[src/rtl/rtg_pkg.sv]
package rtg_pkg;

  // Events the counter datapath reports to the field/config control.
  typedef struct packed {
    logic lineEnd;   // last sample of a line
    logic fieldEnd;  // last sample of the last line of a field
  } rtgEvents_t;

endpackage

[src/rtl/rtg_control.sv]
module rtg_control #(
  parameter int CNT_W = 12
) (
  input  logic                 clk,
  input  logic                 rstN,
  input  logic                 cfgInterlaced,
  input  logic [CNT_W-1:0]     cfgActiveWidth,
  input  logic [CNT_W-1:0]     cfgF0Lines,
  input  logic [CNT_W-1:0]     cfgF1Lines,
  input  logic [CNT_W-1:0]     cfgFrontPorch,
  input  rtg_pkg::rtgEvents_t  events,
  output logic [CNT_W-1:0]     curWidth,
  output logic [CNT_W-1:0]     curLines,
  output logic [CNT_W-1:0]     curFrontPorch,
  output logic                 fieldId
);

  logic             shInterlaced;
  logic [CNT_W-1:0] shWidth;
  logic [CNT_W-1:0] shF0Lines;
  logic [CNT_W-1:0] shF1Lines;
  logic [CNT_W-1:0] shFrontPorch;
  logic             nextField;
  logic             loadNow;

  // Field sequencing: progressive always returns to field 0.
  always_comb begin
    nextField = shInterlaced ? ~fieldId : 1'b0;
    loadNow   = events.fieldEnd && !nextField;
  end

  // Shadow set: captured in reset and at each frame boundary only.
  always_ff @(posedge clk) begin
    if (!rstN || loadNow) begin
      shInterlaced <= cfgInterlaced;
      shWidth      <= cfgActiveWidth;
      shF0Lines    <= cfgF0Lines;
      shF1Lines    <= cfgF1Lines;
      shFrontPorch <= cfgFrontPorch;
    end
  end

  always_ff @(posedge clk) begin
    if (!rstN) begin
      fieldId <= 1'b0;
    end else if (events.fieldEnd) begin
      fieldId <= nextField;
    end
  end

  assign curWidth      = shWidth;
  assign curFrontPorch = shFrontPorch;
  assign curLines      = fieldId ? shF1Lines : shF0Lines;

endmodule

[src/rtl/rtg_datapath.sv]
module rtg_datapath #(
  parameter int CNT_W        = 12,
  parameter int HSYNC_W      = 3,
  parameter int HBACK_W      = 2,
  parameter int VBLANK_LINES = 3,
  parameter int VSYNC_LINES  = 1
) (
  input  logic                 clk,
  input  logic                 rstN,
  input  logic [CNT_W-1:0]     curWidth,
  input  logic [CNT_W-1:0]     curLines,
  input  logic [CNT_W-1:0]     curFrontPorch,
  input  logic                 fieldId,
  output logic [CNT_W+1:0]     hCount,
  output logic [CNT_W+1:0]     vCount,
  output rtg_pkg::rtgEvents_t  events,
  output logic                 activeVideo,
  output logic                 sofStrobe,
  output logic                 solStrobe,
  output logic                 hSync,
  output logic                 vSync
);

  localparam int CW = CNT_W + 2;

  logic [CW-1:0] widthW;
  logic [CW-1:0] linesW;
  logic [CW-1:0] syncStart;
  logic [CW-1:0] syncStop;
  logic [CW-1:0] lineLast;
  logic [CW-1:0] fieldLast;
  logic          hInActive;
  logic          vInActive;

  always_comb begin
    widthW    = CW'(curWidth);
    linesW    = CW'(curLines);
    syncStart = widthW + CW'(curFrontPorch);
    syncStop  = syncStart + CW'(HSYNC_W);
    lineLast  = syncStop + CW'(HBACK_W) - CW'(1);
    fieldLast = linesW + CW'(VBLANK_LINES) - CW'(1);
  end

  always_comb begin
    events.lineEnd  = (hCount == lineLast);
    events.fieldEnd = events.lineEnd && (vCount == fieldLast);
  end

  always_ff @(posedge clk) begin
    if (!rstN) begin
      hCount <= '0;
      vCount <= '0;
    end else if (events.lineEnd) begin
      hCount <= '0;
      vCount <= events.fieldEnd ? '0 : vCount + CW'(1);
    end else begin
      hCount <= hCount + CW'(1);
    end
  end

  always_comb begin
    hInActive   = (hCount < widthW);
    vInActive   = (vCount < linesW);
    activeVideo = hInActive && vInActive;
    solStrobe   = (hCount == '0) && vInActive;
    sofStrobe   = (hCount == '0) && (vCount == '0) && !fieldId;
    hSync       = (hCount >= syncStart) && (hCount < syncStop);
  end

  generate
    if (VSYNC_LINES > 0) begin : g_vsync
      assign vSync = (vCount >= linesW) && (vCount < linesW + CW'(VSYNC_LINES));
    end else begin : g_novsync
      assign vSync = 1'b0;
    end
  endgenerate

endmodule

[src/rtl/raster_timing_gen.sv]
module raster_timing_gen #(
  parameter int CNT_W        = 12,
  parameter int HSYNC_W      = 3,
  parameter int HBACK_W      = 2,
  parameter int VBLANK_LINES = 3,
  parameter int VSYNC_LINES  = 1
) (
  input  logic               clk,
  input  logic               rstN,
  input  logic               cfgInterlaced,
  input  logic [CNT_W-1:0]   cfgActiveWidth,
  input  logic [CNT_W-1:0]   cfgF0Lines,
  input  logic [CNT_W-1:0]   cfgF1Lines,
  input  logic [CNT_W-1:0]   cfgFrontPorch,
  output logic [CNT_W+1:0]   hCount,
  output logic [CNT_W+1:0]   vCount,
  output logic               activeVideo,
  output logic               fieldId,
  output logic               sofStrobe,
  output logic               solStrobe,
  output logic               hSync,
  output logic               vSync
);

  rtg_pkg::rtgEvents_t events;
  logic [CNT_W-1:0]    curWidth;
  logic [CNT_W-1:0]    curLines;
  logic [CNT_W-1:0]    curFrontPorch;

  rtg_control #(.CNT_W(CNT_W)) ctrlI (
    .clk            (clk),
    .rstN           (rstN),
    .cfgInterlaced  (cfgInterlaced),
    .cfgActiveWidth (cfgActiveWidth),
    .cfgF0Lines     (cfgF0Lines),
    .cfgF1Lines     (cfgF1Lines),
    .cfgFrontPorch  (cfgFrontPorch),
    .events         (events),
    .curWidth       (curWidth),
    .curLines       (curLines),
    .curFrontPorch  (curFrontPorch),
    .fieldId        (fieldId)
  );

  rtg_datapath #(
    .CNT_W        (CNT_W),
    .HSYNC_W      (HSYNC_W),
    .HBACK_W      (HBACK_W),
    .VBLANK_LINES (VBLANK_LINES),
    .VSYNC_LINES  (VSYNC_LINES)
  ) dpI (
    .clk           (clk),
    .rstN          (rstN),
    .curWidth      (curWidth),
    .curLines      (curLines),
    .curFrontPorch (curFrontPorch),
    .fieldId       (fieldId),
    .hCount        (hCount),
    .vCount        (vCount),
    .events        (events),
    .activeVideo   (activeVideo),
    .sofStrobe     (sofStrobe),
    .solStrobe     (solStrobe),
    .hSync         (hSync),
    .vSync         (vSync)
  );

endmodule

[config.mk]
export PLATFORM = sky130hd
export DESIGN_NAME = raster_timing_gen
export DESIGN_NICKNAME = d
export VERILOG_FILES = /design/src/rtl/rtg_pkg.sv /design/src/rtl/rtg_control.sv /design/src/rtl/rtg_datapath.sv /design/src/rtl/raster_timing_gen.sv
export SDC_FILE = /design/constraint.sdc
export NUM_CORES = 1
export LEC_CHECK = 0
export BUFFER_PORTS_ARGS = -buffer_cell sky130_fd_sc_hd__buf_4
export CORE_MARGIN = 2
export CORE_UTILIZATION = 40
export CTS_CLUSTER_SIZE = 12
export DETAILED_ROUTE_END_ITERATION = 8
export GPL_ROUTABILITY_DRIVEN = 0
export RECOVER_POWER = 100
export REMOVE_ABC_BUFFERS = 1
export SLEW_MARGIN = 0
export SYNTH_ARGS = -nofsm -noshare
export SYNTH_HDL_FRONTEND = slang
export SYNTH_SLANG_ARGS = --single-unit
export TNS_END_PERCENT = 100
[constraint.sdc]
create_clock -name clk -period 8.5 [get_ports clk]
set_input_delay 0.85 -clock clk [delete_from_list [all_inputs] [get_ports clk]]
set_output_delay 0.85 -clock clk [all_outputs]
set_load 0.02 [all_outputs]
==> results of run 1 <==
## worst max-delay path by stage
| stage | start | end |
|---|---|---|
| finish | ctrlI.fieldId | ctrlI.shF1Lines[11] |
| global route | ctrlI.fieldId | ctrlI.shF0Lines[8] |
| CTS | ctrlI.curWidth[0] | hSync |
| detailed placement | ctrlI.curWidth[0] | ctrlI.shF0Lines[11] |
| global placement | ctrlI.curWidth[0] | ctrlI.shF1Lines[11] |
| floorplan | ctrlI.fieldId | ctrlI.curFrontPorch[0] |
## cells by family (layout without fill, tap and decap cells)
logic type	count (synthesis)	in the layout	synth area share (%)
xor gates and xnor gates	83	83	11.1
buffers and inverters	72	160	4.09
muxes	18	18	2.67
AOI/OAI and AO/OA	186	186	19.5
DFF	78	78	29.6
and+or+nand+nor	231	231	17.4
adders and majority gates	86	86	15.6
## per-stage QoR
step                power (mW)  utilization (%)  setup slack [ps]  instance area, um2
floorplan                0.663                -             -12.4                6860
global placement         0.741             45.8              2670                7840
detailed placement       0.742             45.8              2570                7840
CTS                       1.12             47.5              2490                8120
global route              1.17             46.5              1280                7960
finish                    1.10             46.5              1900                7960
## metal layers
metal | routed length, um | GRT usage (%)
met1 | 7940 | 25.2
met2 | 8200 | 32.4
met3 | 641 | 3.67
met4 | 427 | 7.18
met5 | 0 | 0
## flip-flops by register name, summed over array words and instances, names as in the netlist
name / count
ctrlI.shInterlaced: 1
ctrlI.curFrontPorch: 12
dpI.hCount: 14
ctrlI.fieldId: 1
dpI.vCount: 14
ctrlI.curWidth: 12
ctrlI.shF0Lines: 12
ctrlI.shF1Lines: 12
## cells in the final DEF (no fill, tap or decap), types with 3 or more instances in the layout
| master | synthesis | layout |
|---|---|---|
| xnor2_2 | 4 | 3 |
| nor4_1 | 6 | 6 |
| clkbuf_1 | 10 | 40 |
| o21ai_0 | 20 | 21 |
| clkbuf_16 | 0 | 9 |
| o21a_1 | 14 | 14 |
| dfxtp_1 | 29 | 29 |
| o211a_1 | 4 | 4 |
| a21o_1 | 29 | 29 |
| and2_1 | 3 | 3 |
| o22ai_1 | 9 | 9 |
| or4_1 | 8 | 8 |
| inv_1 | 52 | 53 |
| o31ai_1 | 8 | 7 |
| nor3_1 | 20 | 20 |
| or3_1 | 8 | 9 |
| a2111oi_0 | 5 | 5 |
| mux2i_1 | 14 | 14 |
| a211o_1 | 5 | 5 |
| nor2_1 | 46 | 46 |
| a21oi_1 | 34 | 34 |
| xnor2_1 | 54 | 55 |
| nand2_1 | 41 | 41 |
| clkbuf_4 | 0 | 45 |
| nand2b_1 | 13 | 13 |
| a31oi_1 | 5 | 5 |
| nor3b_1 | 3 | 3 |
| xor2_1 | 23 | 23 |
| nand4_1 | 11 | 11 |
| o21bai_1 | 5 | 5 |
| edfxtp_1 | 49 | 49 |
| a22oi_1 | 7 | 7 |
| nor2b_1 | 11 | 11 |
| nand3_1 | 38 | 38 |
| o211ai_1 | 5 | 5 |
| ha_1 | 84 | 84 |
| and3_1 | 5 | 5 |
| buf_4 | 0 | 4 |
| mux2_2 | 4 | 4 |
| nand3b_1 | 5 | 5 |
## worst reg2reg max path, delay by kind of cell, from the launching register on
family	cells	cell delay, ps
adder cells (fa/ha/maj)	1	430
multiplexers	1	250
AND/OR/NAND/NOR	2	470
buffers and inverters	4	2040
flip-flops	1	300
AO/OA/AOI/OAI	7	2810
## area by class of cell
cell class                 instances  area (um2)
multi-input combinational        604        4600
clock buffer                       9         225
clock inverter                     7        56.3
fill                            1664        9160
timing repair buffer              90         538
tap                              225         282
sequential                        78        2050
inverter                          54         203
## power by group
part | internal [mW] | switching (mW) | leakage, nW
clock | 0.201 | 0.173 | 0.133
sequential | 0.419 | 0.0103 | 0.714
combinational | 0.128 | 0.173 | 2.47
==> flow_summary.json, run 1 <==
{
  "cts_buffers": 9,
  "htreeDepth": 3,
  "ys_types": 80,
  "cts_resized": 0,
  "cpLargestDelayFamily": "compound AO/OA/AOI/OAI gates",
  "netlist_top_cells_count": "ha_1 (84), xnor2_1 (54), inv_1 (52)",
  "hold_viol_final": 0,
  "yosysTopAreaCellShare_pct": 21.2,
  "cts_tree": "yes",
  "grt_pass1_vias": 5600,
  "cp_cell_sequence": "clkbuf_1, a21oi_1, ha_1, a221oi_1, clkbuf_1, mux2i_1, a22o_1, nand3_1, o21bai_1, or3_1, a21o_1, a2111oi_0, inv_1, o31ai_4, buf_12",
  "setup_tns_ps": 0,
  "drtAntennaViolNets": 0,
  "vias_per_cell": 5.44,
  "maxCapViolCount": 1,
  "gr-total-overflow": 0,
  "nNetsFinal": 973,
  "critPathArrivalTime_ps": 6650,
  "syn-cell-area_um2": 6940,
  "synth.top_cells.by_area": "edfxtp_1 (21%), ha_1 (15%), dfxtp_1 (8.4%)",
  "dieHeight_um": 136,
  "fmax_mhz": 151,
  "route.detailed.drc": 0,
  "ys_seq_elements": 78,
  "hp-class": "register to register",
  "postSynthAreaPerCell_um2": 9.20,
  "drive_above_1_share_pct": 10.6,
  "r2r_setup_slack_ps": 1900,
  "crit_type": "register to register",
  "clockBufferDepth": 2,
  "cp-start-kind": "register",
  "synthArstFlopShare_pct": 0,
  "dieWidth_um": 136,
  "die-area_um2": 18400,
  "worst_pin_slew_ps": 1510,
  "fp-row-count": 48,
  "slowest_stage": "clkbuf_1",
  "initial_core_util_pct": 40.5,
  "crit_top_cell": "clkbuf_1",
  "track_usage_pct": 19.5,
  "wl_um": 17200,
  "syn_to_final_growth_pct": 14.7,
  "setup_viol": 0,
  "synth-edff-count": 49,
  "synthCells": 754,
  "violations": "max-capacitance violations, max-slew violations",
  "dr.pass1.iters": 5,
  "cts_hold_buf": 0,
  "min_period_ps": 6600,
  "n_antenna_cell": 0,
  "route.vias.total": 5802,
  "synth_area_leader_cell": "edfxtp_1",
  "r2r-start": "ctrlI.fieldId",
  "critPathMaxStageDelay_ps": 1090,
  "ir_drop_mv": 0.0974,
  "crit_fanout": 32,
  "p_leak_nw": 3.31,
  "wl_per_cell_um": 16.1,
  "slew_headroom_pct": -0.827,
  "synth_ff_type": "edfxtp_1",
  "grt_pass1_wl_um": 28100,
  "yosysMostFrequentCell": "ha_1",
  "post_cts_buffers": 0,
  "core_area_um2": 17100,
  "crit_path_end_kind": "register",
  "power_density_nw_per_um2": 139,
  "hold_path_depth": 1,
  "drt-initial-drc-count": 273,
  "dp_cells": 1051,
  "antenna_found_initial": 0,
  "io_buffers": 84,
  "worst-path-stages": 15,
  "clock_sinks": 78,
  "hold_path.startpoint": "dpI.hCount[0]",
  "root_buffer": "clkbuf_16",
  "outcome": "finished, violations left",
  "seq_area_frac_synth_pct": 29.6,
  "dp_hpwl_um": 13400,
  "fin_skew_ps": 16.0,
  "grt_setup_unrepaired": "no",
  "cts.clk_slew.worst_paths_ps": 70,
  "worst_r2r_path_depth": 15,
  "critPathRequiredTime_ps": 8550,
  "finalCritPeriodShare_pct": 77.7,
  "grt_max_degree": 33,
  "clk_latency_ps": 360,
  "yosysWarnings": 0,
  "final_max_slew_viol_count": 33,
  "finalNonFillerCells": 1067,
  "timing.rr.end": "ctrlI.shF1Lines[11]",
  "hold-worst-slack_ps": 517,
  "critPathBufInv": 4,
  "hold_end": "dpI.hCount[0]",
  "ios": 85
}
No activity file was read; power rests on OpenSTA's default activity.
==> inputs of run 2 (changes only) <==
Clock period 8.5 ns to 6.58 ns, I/O delays scaled along.
==> run 2 against run 1 <==
  * Critical path depth grew 3
  * Total power grew 34%
  * Routed wire length shrank 2.1%
  * Via count shrank 0.14%
  * Die area is the same
  * The flow now finishes without violations
  * Highest routed layer unchanged
  * Core utilization grew 0.29 points
  * Sequential share of layout area shrank 0.16 points
  * Setup slack lost 1200 ps
  * Sequential power grew 29%
  * Combinational power grew 29%
==> flow_summary.json, run 2 (synthesis results as in run 1) <==
{
  "power_density_nw_per_um2": 185,
  "power_frac_comb_pct": 26.3,
  "fmax_mhz": 169,
  "p_sw_share_pct": 31.6,
  "multi_input_area_um2": 4600,
  "grt_pass1_vias": 5571,
  "initial_core_util_pct": 40.5,
  "r2r-start": "ctrlI.curWidth[0]",
  "worst_r2r_path_depth": 16,
  "setup_viol": 0,
  "clk_latency_ps": 350,
  "dieWidth_um": 136,
  "grt_setup_unrepaired": "no",
  "core_area_um2": 17100,
  "cp-start-kind": "register",
  "track_usage_pct": 18.9,
  "dr.pass1.iters": 5,
  "timing.rr.end": "ctrlI.curWidth[7]",
  "dp_hpwl_um": 13200,
  "root_buffer": "clkbuf_16",
  "slew_headroom_pct": 18.0,
  "dieHeight_um": 136,
  "clock_sinks": 78,
  "critPathMaxStageDelay_ps": 490,
  "cts_resized": 0,
  "pwr-share-seq_pct": 37.4,
  "largest_registers": "dpI.hCount: 14 flops, dpI.vCount: 14 flops",
  "maxCapViolCount": 0,
  "finalPower_mw": 1.48,
  "cp_cell_sequence": "ha_1, inv_1, fa_1, xnor2_1, inv_2, a311oi_1, nand2_1, or3_4, or3_1, nor4_1, xnor2_1, ha_1, a211o_1, a21oi_1, o21ai_0, a311o_1, a21oi_1, buf_4",
  "drive_above_1_share_pct": 11.3,
  "final_max_slew_viol_count": 0,
  "die-area_um2": 18400,
  "drtAntennaViolNets": 0,
  "cts_tree": "yes",
  "syn_to_final_growth_pct": 15.4,
  "cts_buffers": 9,
  "critPathRequiredTime_ps": 5920,
  "vias_per_cell": 5.42,
  "wl_per_cell_um": 15.8,
  "finalCritPeriodShare_pct": 90.0,
  "clockBufferDepth": 2,
  "p_sw_mw": 0.467,
  "route.detailed.drc": 0,
  "p_clk_share_pct": 36.3,
  "htreeDepth": 3,
  "hp-class": "register to register",
  "n_antenna_cell": 0,
  "hold_end": "dpI.hCount[0]",
  "fp-row-count": 48,
  "crit_fanout": 7,
  "hold_viol_final": 0,
  "drt-initial-drc-count": 254,
  "fillers": 1692,
  "final_cell_mix": "ha_1 (84), xnor2_1 (55), inv_1 (52), edfxtp_1 (49)",
  "outcome": "finished, final reports clean",
  "hold_path_depth": 1,
  "gr-total-overflow": 0,
  "io_buffers": 84,
  "wl_um": 16900,
  "fin_skew_ps": 9.53,
  "nNetsFinal": 975,
  "antenna_found_initial": 0,
  "worst_pin_slew_ps": 1230,
  "ir_drop_mv": 0.140,
  "route.vias.total": 5794,
  "critPathArrivalTime_ps": 5260,
  "setup_tns_ps": 0,
  "p_leak_nw": 3.36,
  "layout_commonest_cell": "ha_1",
  "ios": 85,
  "slowest_stage": "or3_1",
  "cts.clk_slew.worst_paths_ps": 70,
  "cts_hold_buf": 0,
  "min_period_ps": 5920,
  "post_cts_buffers": 0,
  "utilization_pct": 46.8,
  "grt_pass1_wl_um": 27400,
  "seq_area_um2": 2050,
  "hold_path.startpoint": "dpI.hCount[0]",
  "crit_type": "register to output pin",
  "crit_path_end_kind": "output pin",
  "p_int_mw": 1.01,
  "r2r_setup_slack_ps": 770,
  "grt_max_degree": 42
}
-- run 2: cell count changes in the layout (fill, tap and decap cells not counted), moves of 2 or more --
cell,delta
inv_8,+2
clkbuf_1,-3
clkinvlp_4,-2
buf_4,+4
-- run 2: through the flow --
step / worst slack (ps) / hold WS [ps] / std cells / cell area [um2]
3_5_place_dp: 1130 / 484 / 1053 / 7860
5_1_grt: 234 / 482 / 1069 / 8010
3_3_place_gp: 1240 / 490 / 1053 / 7860
2_1_floorplan: -1930 / 536 / 736 / 6860
4_1_cts: 779 / 467 / 1069 / 8170
6_report: 658 / 497 / 1069 / 8010
-- run 2: routing by layer --
layer / routed length, um / global-route usage (%) / up-vias
li1: - / - / 2964
met1: 7810 / 24.3 / 2711
met2: 8270 / 33.1 / 109
met3: 621 / 3.74 / 10
met4: 157 / 3.65 / 0
met5: 0 / 0 / -
-- run 2: area by class of cell --
class / count / area share [%]
clock buffers: 9 / 2.81
flip-flops and latches: 78 / 25.6
repair buffers: 92 / 7.05
inverters: 54 / 2.53
clock inverters: 7 / 1.09
multi-input cells: 604 / 57.4
well taps: 225 / 3.52
-- run 2: how the worst max path moves through the flow --
stage,startpoint,to,slack (ps)
3_5_place_dp,ctrlI.curWidth[0],ctrlI.shF0Lines[11],1130
2_1_floorplan,ctrlI.fieldId,ctrlI.curFrontPorch[0],-1930
6_report,ctrlI.curWidth[0],hSync,660
3_3_place_gp,ctrlI.curWidth[0],ctrlI.shF0Lines[11],1240
4_1_cts,ctrlI.curWidth[0],hSync,780
5_1_grt,ctrlI.curWidth[0],hSync,230
-- run 2: power groups by stage --
stage / Clock, mW / Combinational (mW) / Sequential (mW)
floorplan: 0 / 0.292 / 0.564
global placement: 0 / 0.392 / 0.564
detailed placement: 0 / 0.393 / 0.565
CTS: 0.548 / 0.396 / 0.554
global route: 0.570 / 0.437 / 0.556
finish: 0.536 / 0.389 / 0.553
-- run 2: critical path, delay by kind of cell (launching register included) --
| family | cells | cell delay, ps |
|---|---|---|
| buffers and inverters | 3 | 370 |
| flip-flops | 1 | 380 |
| AO/OA/AOI/OAI | 6 | 1250 |
| XOR/XNOR | 2 | 590 |
| adder cells (fa/ha/maj) | 3 | 930 |
| AND/OR/NAND/NOR | 4 | 1380 |
